<file path="src/rtl/itimer_pkg.sv">
package itimer_pkg;
  // Events that act on the interrupt flag in one cycle
  typedef struct packed {
    logic load;   // compare write
    logic hit;    // armed count reached target
    logic clear;  // software clear
  } irq_evt_t;
endpackage

</file>
<file path="src/rtl/itimer_prescale.sv">
module itimer_prescale #(
  parameter int DIV = 4
) (
  input  logic clk,
  input  logic rst_n,
  output logic tick
);
  localparam int PW = (DIV > 1) ? $clog2(DIV) : 1;
  localparam logic [PW-1:0] LAST = PW'(DIV - 1);

  generate
    if (DIV > 1) begin : g_div
      logic [PW-1:0] phase;
      always_ff @(posedge clk) begin
        if (!rst_n)            phase <= '0;
        else if (phase == LAST) phase <= '0;
        else                   phase <= phase + 1'b1;
      end
      assign tick = (phase == LAST);


      tick_spacing_chk: assert property (@(posedge clk) disable iff (!rst_n)
        tick |=> !tick);
    end else begin : g_pass
      assign tick = 1'b1;
    end
  endgenerate
endmodule

</file>
<file path="src/rtl/itimer_counter.sv">
module itimer_counter #(
  parameter int CNT_W = 64
) (
  input  logic             clk,
  input  logic             rst_n,
  input  logic             tick,
  output logic [CNT_W-1:0] cnt
);
  always_ff @(posedge clk) begin
    if (!rst_n)    cnt <= '0;
    else if (tick) cnt <= cnt + 1'b1;
  end


  count_step_chk: assert property (@(posedge clk) disable iff (!rst_n)
    tick |=> cnt == $past(cnt) + 1'b1);

  count_hold_chk: assert property (@(posedge clk) disable iff (!rst_n)
    !tick |=> $stable(cnt));
endmodule

</file>
<file path="src/rtl/itimer_cmp.sv">
module itimer_cmp
  import itimer_pkg::*;
#(
  parameter int CNT_W        = 64,
  parameter int CMP_W        = 32,
  parameter int MARGIN_TICKS = 250
) (
  input  logic             clk,
  input  logic             rst_n,
  input  logic [CNT_W-1:0] cnt,
  input  logic             cmp_wr,
  input  logic [CMP_W-1:0] cmp_val,
  input  logic             irq_clr,
  output logic [CNT_W-1:0] target,
  output logic             irq
);
  localparam logic [CNT_W-1:0] WINDOW     = {{(CNT_W-1){1'b0}}, 1'b1} << CMP_W;
  localparam logic [CNT_W:0]   MARGIN_EXT = (CNT_W+1)'(MARGIN_TICKS);

  // Narrow compare value to full-width target, pushed one window on if too close
  function automatic logic [CNT_W-1:0] place_target(
    input logic [CNT_W-1:0] now,
    input logic [CMP_W-1:0] val
  );
    logic [CNT_W-1:0] cand;
    logic [CNT_W:0]   limit;
    cand  = {now[CNT_W-1:CMP_W], val};
    limit = {1'b0, now} + MARGIN_EXT;
    if ({1'b0, cand} < limit) cand = cand + WINDOW;
    return cand;
  endfunction

  logic     armed;
  logic     reached;
  irq_evt_t evt;

  assign reached   = (cnt >= target);
  assign evt.load  = cmp_wr;
  assign evt.hit   = armed && reached;
  assign evt.clear = irq_clr;

  always_ff @(posedge clk) begin
    if (!rst_n) begin
      target <= '0;
      armed  <= 1'b0;
      irq    <= 1'b0;
    end else if (evt.load) begin
      target <= place_target(cnt, cmp_val);
      armed  <= 1'b1;
      irq    <= 1'b0;
    end else if (evt.hit) begin
      armed  <= 1'b0;
      irq    <= 1'b1;
    end else if (evt.clear) begin
      irq    <= 1'b0;
    end
  end


  low_bits_chk: assert property (@(posedge clk) disable iff (!rst_n)
    cmp_wr |=> target[CMP_W-1:0] == $past(cmp_val));

  margin_chk: assert property (@(posedge clk) disable iff (!rst_n)
    cmp_wr |=> ({1'b0, target} >= {1'b0, $past(cnt)} + MARGIN_EXT));

  rise_cause_chk: assert property (@(posedge clk) disable iff (!rst_n)
    $rose(irq) |-> $past(evt.hit));

  irq_hold_chk: assert property (@(posedge clk) disable iff (!rst_n)
    irq && !irq_clr && !cmp_wr |=> irq);

  one_shot_chk: assert property (@(posedge clk) disable iff (!rst_n)
    evt.hit && !cmp_wr |=> !armed);

  load_drop_chk: assert property (@(posedge clk) disable iff (!rst_n)
    cmp_wr |=> !irq && armed);
endmodule

</file>
<file path="src/rtl/itimer_top.sv">
module itimer_top #(
  parameter int CNT_W        = 64,
  parameter int CMP_W        = 32,
  parameter int DIV          = 4,
  parameter int MARGIN_TICKS = 250
) (
  input  logic             clk,
  input  logic             rst_n,
  input  logic             cmp_wr,
  input  logic [CMP_W-1:0] cmp_val,
  input  logic             irq_clr,
  output logic [CNT_W-1:0] timer_value,
  output logic [CNT_W-1:0] cmp_target,
  output logic             irq
);
  logic tick;

  itimer_prescale #(.DIV(DIV)) u_pre (
    .clk(clk), .rst_n(rst_n), .tick(tick)
  );

  itimer_counter #(.CNT_W(CNT_W)) u_cnt (
    .clk(clk), .rst_n(rst_n), .tick(tick), .cnt(timer_value)
  );

  itimer_cmp #(.CNT_W(CNT_W), .CMP_W(CMP_W), .MARGIN_TICKS(MARGIN_TICKS)) u_cmp (
    .clk(clk), .rst_n(rst_n), .cnt(timer_value),
    .cmp_wr(cmp_wr), .cmp_val(cmp_val), .irq_clr(irq_clr),
    .target(cmp_target), .irq(irq)
  );


  reset_quiet_chk: assert property (@(posedge clk)
    !rst_n |=> timer_value == '0 && !irq);
endmodule

</file>
<file path="config.mk">
export PLATFORM = sky130hd
export DESIGN_NAME = itimer_top
export DESIGN_NICKNAME = d
export VERILOG_FILES = /design/src/rtl/itimer_pkg.sv /design/src/rtl/itimer_prescale.sv /design/src/rtl/itimer_counter.sv /design/src/rtl/itimer_cmp.sv /design/src/rtl/itimer_top.sv
export SDC_FILE = /design/constraint.sdc
export NUM_CORES = 1
export LEC_CHECK = 0
export BUFFER_PORTS_ARGS = -buffer_cell sky130_fd_sc_hd__clkbuf_2
export CAP_MARGIN = 0
export CORE_AREA = 2 2 175 177
export DETAILED_ROUTE_END_ITERATION = 10
export DIE_AREA = 0 0 177 179
export SYNTH_ARGS = -nofsm -noshare
export SYNTH_HDL_FRONTEND = slang
export SYNTH_SLANG_ARGS = --single-unit
</file>
<file path="constraint.sdc">
create_clock -name clk -period 6 [get_ports clk]
set_clock_uncertainty 0.2 [all_clocks]
set_input_delay 1.8 -clock clk [delete_from_list [all_inputs] [get_ports clk]]
set_output_delay 1.8 -clock clk [all_outputs]
set_load 0.05 [all_outputs]
</file>
After elaboration in Yosys (flattened, before gate mapping):

Index checks and enable logic that the tools add are counted.
Widths: inputs -> output; s select.

* register bits after elaboration: 132
* input bits: 36
* output and inout bits: 129
* word-level logic and storage cells: 23

* add/subtract/negate cells: 4
* magnitude comparators: 2
* equal/unequal tests: 1
* muxes and demuxes: 5
* bitwise gates (word level): 1
* reduce and logical (&&, ||, !) cells: 5

Operator list (number)
* $add 64x8->65 const B: 1
* $lt 64x65->1: 1
* $add 64x1->64 const B: 1
* $add 64x33->64 const B: 1
* $ge 64x64->1: 1
* $mux 64: 1
* $mux 1: 4
* $reduce_bool 2->1: 2
* $reduce_or 2->1: 2
* $add 2x1->2 const B: 1
* $eq 2x2->1 const B: 1
* $logic_and 1x1->1: 1
* $not 1->1: 1

Depth between registers and ports, before layout:

Gate-level depths: netlist of the first run.

* depth in word-level cells: 4
* gate-level depth with buffers: 22
* gate-level depth less buffers: 18

Hierarchy:

A second synthesis of the first run with hierarchy kept.

* cells, all modules: 1296
* area total of the unflattened synthesis: 10407.5 um^2

By module, submodules not included
* itimer_cmp: times used 1, cells an instance 934, area an instance 7204.4 um^2, seq. area each 1321.3 um^2
* itimer_counter: times used 1, cells an instance 357, area an instance 3129.3 um^2, seq. area each 1281.2 um^2
* itimer_prescale: times used 1, cells an instance 5, area an instance 73.8 um^2, seq. area each 40.0 um^2

Least setup slack after synthesis of the first run:

No wires, ideal clock.

* kind: register to register
* from: register u_cnt.cnt[3]
* to: register u_cmp.target[63]
* library setup time: 0.070 ns
* arrival: 4.744 ns
* required time: 5.730 ns
* slack: 0.986 ns
* cell stages (with the launch flop): 21
* buffers on the path: 4
* cells stage by stage: dfxtp_1 -> buf_2 -> or4_1 -> clkbuf_2 -> or3_1 -> nand3_1 -> or3_1 -> nand2b_1 -> or2_2 -> nor4_1 -> ha_1 -> xnor2_1 -> nand4_1 -> a21oi_1 -> o2111ai_1 -> a211oi_1 -> buf_2 -> buf_2 -> a211oi_1 -> xnor2_1 -> a21oi_1

* word-level cells in the longest chain between the ends: 3

Ends and longest elaborated chain
* start, declared: line itimer_counter.sv:7 `output logic [CNT_W-1:0] cnt`
* start signal, assigned: line itimer_counter.sv:11 `else if (tick) cnt <= cnt + 1'b1;`
* $add 64x8->65: line itimer_cmp.sv:28 `limit = {1'b0, now} + MARGIN_EXT;`
* $lt 64x65->1: line itimer_cmp.sv:29 `if ({1'b0, cand} < limit) cand = cand + WINDOW;`
* $mux 64: line itimer_cmp.sv:29
* end signal, assigned: line itimer_cmp.sv:48 `target <= place_target(cnt, cmp_val);`
* end, declared: line itimer_cmp.sv:14 `output logic [CNT_W-1:0] target,`

Every way passes these cells.
A chain may end at the register's enable or synchronous reset.

Worst setup path after layout of the first run:

* from: register u_cnt.cnt[3]
* to: register u_cmp.target[52]

Same word-level chain as after synthesis.

==> flow_summary_export.csv, run 1 <==
group,metric,value,unit
cts,cts_tree,"built",
timing,setup_tns,0,ns
global_route,grt_max_degree,87,
setup_path,arrival,5.48,ns
timing,final-hold-violation-count,0,
timing,worst_pin_slew,1.38,ns
finish,area_growth,18.7,%
floorplanning,die_x,177,um
route,wl_met3,2140,um
finish,final_core_util,0.405,
finish,instances_no_fill,1811,
global_route,antenna_found_initial,0,
setup_path,cp_top_family,"simple AND/OR/NAND/NOR gates",
floorplanning,dieArea,31700,um^2
finish,seq_area,2640,um^2
finish,drive_gt1_frac,0.185,
floorplanning,fp.coreArea,30000,um^2
setup_path,path_cells,"or4_1, or3_1, nand3_1, buf_4, or2_2, nor2_1, xnor2_1, ha_1, nand2_1, o21ai_0, a221oi_1, a21boi_0, a21oi_1, o211ai_1, nand4_1, buf_4, a211o_1, or3_1, a31oi_1",
setup_path,reg2reg_slack,0.68,ns
finish,multiInputGateArea,7020,um^2
synth,ys_seq_elements,132,
route,dr.pass1.iters,5,
placed_design,dp_cells,1779,
cts,hold_buffers,0,
timing,rsz0062_at_grt,"no",
timing,period_needed,5.32,ns
synth,async_reset_ff_frac,0,
route,dr_total_vias,9898,
power_and_ir_drop,irDropWorstVdd,0.181,mV
floorplanning,start_util,0.341,
cts,clock_latency,0.44,ns
setup_path,r2r_start,"u_cnt.cnt[3]$_SDFFE_PN0P_",
finish,most-common-layout-cells,"162 x clkbuf_2, 132 x dfxtp_1, 115 x ha_1, 90 x xnor2_1, 79 x nand2_1",
setup_path,start_kind,"register",
setup_path,worst-path-buf-inv,2,
synth,synthDistinctLibCells,68,
cts,htree_num_levels,4,
worst_hold_path,hold_class,"register to register",
route,routed.top_layer,"met4",
cts,cts_inserted_buffers,17,
power_and_ir_drop,p_leak,5.31,nW
finish,diodes,0,
route,drc,0,
global_route,grt-ovfl-total,0,
timing,period_share,0.886,
placed_design,gp_congestion,0.965,
route,dr.first_iter.drc_count,712,
worst_hold_path,min_from,"u_pre.g_div.phase[0]$_SDFF_PP0_",
setup_path,endpoint_kind,"register",
cts,post_cts_buffers,0,
floorplanning,die_h,179,um
synth,ys.flop_type,"dfxtp_1",
synth,ys_seq_area_frac,0.258,
cts,clkSlewWorstSetupHoldPaths,0.07,ns
status,status,"finished, final reports clean",
cts,root_buffer,"clkbuf_16",
cts,post_cts_resized,0,
timing,finalMaxSlewViolations,0,
floorplanning,num_rows,64,
route,detail_route.wl_per_cell,20.4,um
cts,cts_buffer_depth,2,
timing,fmax,188,MHz
route,wirelength,37000,um
setup_path,cp_slowest_stage_delay,0.68,ns
synth,syn-num-nets,1403,
placed_design,io_buffers,164,
timing,max-slew-margin-rel,0.0719,
setup_path,path_class,"register to register",
job,maxCapViolCount,0,
global_route,grt_first_pass_wirelength,56700,um
timing,hold_ws,0.233,ns
placed_design,dp.final_hpwl,28400,um
setup_path,reg2reg_to,"u_cmp.target[52]$_SDFFE_PN0P_",
setup_path,required,6.16,ns
global_route,grt_pass1_vias,9630,
timing,setup_viol,0,
synth,synthCells,1252,
worst_hold_path,hold_depth,1,
synth,synth.cell_area,10300,um^2
setup_path,r2r_cells,19,
finish,final_common_cell,"clkbuf_2",
setup_path,crit_fanout,20,
synth,synth-edff-count,0,
route,antenna_left,0,
floorplanning,boundaryPins,165,
power_and_ir_drop,p_per_area,190,nW/um^2
cts,cts.sinks,132,
finish,fillers,3112,
synth,synth.avg_cell_area,8.19,um^2
route,met2RoutedLength,17400,um
synth,synth_warnings,0,
setup_path,critical_path.slowest_cell,"or4_1",
route,wl_met1,16400,um
worst_hold_path,hold_end,"u_pre.g_div.phase[0]$_SDFF_PP0_",
finish,fin_nets,1553,
global_route,grt_usage,0.234,
route,via_per_inst,5.47,
==> cell usage after synthesis (5+ instances only) <==
cell type	n	area, um^2
nand2b_1	8	50.1
a21oi_1	52	260
mux2i_1	37	370
a21o_1	41	308
nand3_1	58	290
dfxtp_1	132	2640
and4_1	11	96.3
a211oi_1	14	105
a31oi_1	10	62.6
and2_1	61	382
ha_1	115	1440
a21boi_0	13	97.6
xor2_1	25	219
nor2b_1	39	244
buf_2	12	60.1
and3_1	20	125
nor2_1	56	210
inv_1	77	289
nand4_1	50	313
clkbuf_1	53	199
xnor2_1	90	788
nand3b_1	5	37.5
o21ai_0	52	260
nor3_1	31	155
or3_1	22	138
nand2_1	79	297
nor4_1	12	75.1
o211ai_1	7	52.6
or2_2	5	31.3
==> cell type report <==
cell class                 count  share of cell area
tap                          396              0.0407
multi-input combinational    971               0.577
sequential                   132               0.217
clock buffer                  18              0.0353
clock inverter                14              0.0145
timing repair buffer         203              0.0917
inverter                      77              0.0237
==> power by group <==
group	internal (mW)	switching [mW]	leakage (nW)
Sequential	0.902	0.0217	1.08
Combinational	0.0859	0.194	3.95
Clock	0.659	0.450	0.291
Total	1.65	0.665	5.31
==> worst max path at each step <==
stage / from / endpoint / slack [ns] / cells after the start
4_1_cts: u_cnt.cnt[3]$_SDFFE_PN0P_ / u_cmp.target[52]$_SDFFE_PN0P_ / 0.61 / 19
6_report: u_cnt.cnt[3]$_SDFFE_PN0P_ / u_cmp.target[52]$_SDFFE_PN0P_ / 0.68 / 19
3_3_place_gp: u_cnt.cnt[3]$_SDFFE_PN0P_ / u_cmp.target[52]$_SDFFE_PN0P_ / 0.70 / 19
3_5_place_dp: u_cnt.cnt[3]$_SDFFE_PN0P_ / u_cmp.target[52]$_SDFFE_PN0P_ / 0.63 / 19
2_1_floorplan: u_cnt.cnt[3]$_SDFFE_PN0P_ / u_cmp.target[63]$_SDFFE_PN0P_ / 0.99 / 20
5_1_grt: u_cnt.cnt[3]$_SDFFE_PN0P_ / u_cmp.target[52]$_SDFFE_PN0P_ / 0.35 / 19
==> state kept, by name (all words and copies together), names as in the netlist <==
signal	cells
u_cmp.armed	1
u_pre.g_div.phase	2
u_cmp.target	64
u_cnt.cnt	64
u_cmp.irq	1
==> kinds of logic (layout without fill, tap and decap cells) <==
kind of cell               after synthesis  in the layout  synth area share
adders and majority gates              115            115             0.140
xor gates and xnor gates               115            115            0.0982
and+or+nand+nor                        472            472             0.255
DFF                                    132            132             0.258
AOI/OAI and AO/OA                      231            231             0.154
muxes                                   38             38            0.0372
buffers and inverters                  149            312            0.0583
==> routing by layer <==
layer	track usage	vias to the layer above
met1	0.301	4751
met4	0.0857	0
met3	0.0350	57
li1	-	4742
met2	0.395	348
met5	0	-
==> metrics by stage <==
step                power [mW]  setup slack, ns  instance area, um^2
floorplan                 1.14            0.986                10300
global placement          1.22            0.702                11600
detailed placement        1.23            0.629                11600
CTS                       2.33            0.614                12200
global route              2.39            0.352                12200
finish                    2.31            0.681                12200
Power figures use the tool's default switching activity.
==> inputs of run 2 (changes only) <==
--- a/config.mk
+++ b/config.mk
@@ -5,7 +5,7 @@
 export SDC_FILE = /design/constraint.sdc
 export NUM_CORES = 1
 export LEC_CHECK = 0
-export BUFFER_PORTS_ARGS = -buffer_cell sky130_fd_sc_hd__clkbuf_2
+export BUFFER_PORTS_ARGS = -buffer_cell sky130_fd_sc_hd__buf_4
 export CAP_MARGIN = 0
 export CORE_AREA = 2 2 175 177
 export DETAILED_ROUTE_END_ITERATION = 10
==> flow_summary_export.csv, run 2 (synthesized netlist as in run 1, its figures left out) <==
group,metric,value,unit
global_route,grt_max_degree,67,
placed_design,gp_congestion,0.956,
cts,htree_num_levels,4,
timing,rsz0062_at_grt,"no",
power_and_ir_drop,p_leak,5.47,nW
cts,cts_buffer_depth,2,
floorplanning,die_x,177,um
setup_path,worst_path_most_repeated_cell,"buf_4",
global_route,grt_pass1_vias,9637,
floorplanning,start_util,0.341,
cts,cts_tree,"built",
floorplanning,fp.coreArea,30000,um^2
placed_design,dp_cells,1785,
global_route,antenna_found_initial,0,
route,wirelength,37500,um
setup_path,crit_fanout,20,
timing,max-slew-margin-rel,0.407,
timing,period_needed,5.45,ns
finish,fin_nets,1559,
route,dr_total_vias,9913,
global_route,grt_first_pass_wirelength,57400,um
floorplanning,dieArea,31700,um^2
route,dr.first_iter.drc_count,795,
finish,area_growth,23.3,%
finish,final_common_cell,"buf_4",
cts,post_cts_resized,0,
power_and_ir_drop,irDropWorstVdd,0.193,mV
timing,period_share,0.909,
setup_path,required,6.09,ns
placed_design,dp.final_hpwl,29000,um
global_route,grt_usage,0.238,
setup_path,cp_slowest_stage_delay,0.64,ns
floorplanning,die_h,179,um
finish,instances_no_fill,1816,
cts,clock_latency,0.44,ns
placed_design,io_buffers,164,
route,via_per_inst,5.46,
setup_path,worst-path-buf-inv,3,
timing,fmax,183,MHz
finish,diodes,0,
setup_path,endpoint_kind,"register",
cts,root_buffer,"clkbuf_16",
global_route,grt-ovfl-total,0,
cts,cts.sinks,132,
route,drc,0,
route,detail_route.wl_per_cell,20.6,um
finish,reg_top3,"u_cmp.target (64), u_cnt.cnt (64), u_pre.g_div.phase (2)",
setup_path,cp_top_family,"simple AND/OR/NAND/NOR gates",
route,antenna_left,0,
timing,finalMaxSlewViolations,0,
floorplanning,num_rows,64,
cts,clkSlewWorstSetupHoldPaths,0.06,ns
power_and_ir_drop,p_per_area,188,nW/um^2
cts,post_cts_buffers,0,
job,maxCapViolCount,0,
floorplanning,boundaryPins,165,
timing,final-hold-violation-count,0,
worst_hold_path,hold_class,"register to register",
finish,drive_gt1_frac,0.188,
finish,most-common-layout-cells,"209 x buf_4, 132 x dfxtp_1, 115 x ha_1, 90 x xnor2_1, 79 x nand2_1",
cts,hold_buffers,0,
setup_path,critical_path.slowest_cell,"or4_1",
timing,setup_viol,0,
setup_path,path_class,"register to register",
setup_path,start_kind,"register",
setup_path,path_cells,"or4_1, or3_1, nand3_1, buf_4, or2_2, nor2_1, xnor2_1, ha_1, nand2_1, o21ai_0, a221oi_1, a21boi_0, a21oi_1, o211ai_1, nand4_1, buf_4, a21oi_2, buf_4, and3_1, o211ai_1",
setup_path,arrival,5.55,ns
cts,cts_inserted_buffers,17,
status,status,"finished, final reports clean",
timing,setup_tns,0,ns
route,dr.pass1.iters,5,
timing,worst_pin_slew,0.882,ns
==> run 2: per-stage QoR <==
stage / cell area [um^2] / utilization / hold WS, ns / setup slack, ns / power [mW]
6_report: 12600 / 0.421 / 0.228 / 0.547 / 2.37
5_1_grt: 12600 / 0.421 / 0.246 / 0.185 / 2.45
4_1_cts: 12600 / 0.421 / 0.230 / 0.545 / 2.39
3_5_place_dp: 12000 / 0.400 / 0.221 / 0.560 / 1.24
3_3_place_gp: 12000 / 0.400 / 0.212 / 0.597 / 1.24
2_1_floorplan: 10300 / - / 0.203 / 0.986 / 1.14
==> run 2: final timing paths <==
path / startpoint / to / slack [ns] / cells after the start
min: u_pre.g_div.phase[0]$_SDFF_PP0_ / u_pre.g_div.phase[0]$_SDFF_PP0_ / 0.23 / 1
min reg2reg: u_pre.g_div.phase[0]$_SDFF_PP0_ / u_pre.g_div.phase[0]$_SDFF_PP0_ / 0.23 / 1
max reg2reg: u_cnt.cnt[4]$_SDFFE_PN0P_ / u_cmp.target[46]$_SDFFE_PN0P_ / 0.55 / 20
max: u_cnt.cnt[4]$_SDFFE_PN0P_ / u_cmp.target[46]$_SDFFE_PN0P_ / 0.55 / 20
==> run 2: power by group <==
group | total [mW] | leakage (nW) | switching [mW] | internal, mW
clock | 1.15 | 0.296 | 0.443 | 0.706
sequential | 0.924 | 1.08 | 0.0225 | 0.902
combinational | 0.300 | 4.10 | 0.194 | 0.105
==> run 2: layout make-up <==
cell class              count  area (um^2)
clock buffers              19          443
clock inverters            12          179
fillers                  3095        17400
inverters                  77          289
multi-input cells         971         7020
flip-flops and latches    132         2640
well taps                 396          495
repair buffers            209         1570
==> run 2: worst reg2reg max path: stages, from the launching register on <==
cell      delay [ns]
dfxtp_1         0.39
or4_1           0.64
or3_1           0.42
nand3_1         0.16
buf_4           0.16
or2_2           0.21
nor2_1          0.07
xnor2_1         0.13
ha_1            0.26
nand2_1         0.07
o21ai_0         0.10
a221oi_1        0.61
a21boi_0        0.31
a21oi_1         0.15
o211ai_1        0.28
nand4_1         0.15
buf_4           0.25
a21oi_2         0.16
buf_4           0.25
and3_1          0.26
o211ai_1        0.12
==> run 2: routing by layer <==
| metal | global-route usage | vias up | part of all wire |
|---|---|---|---|
| li1 | - | 4762 | - |
| met4 | 0.0806 | 0 | 0.027 |
| met5 | 0 | - | 0 |
| met2 | 0.396 | 344 | 0.47 |
| met3 | 0.0377 | 61 | 0.057 |
| met1 | 0.312 | 4746 | 0.45 |
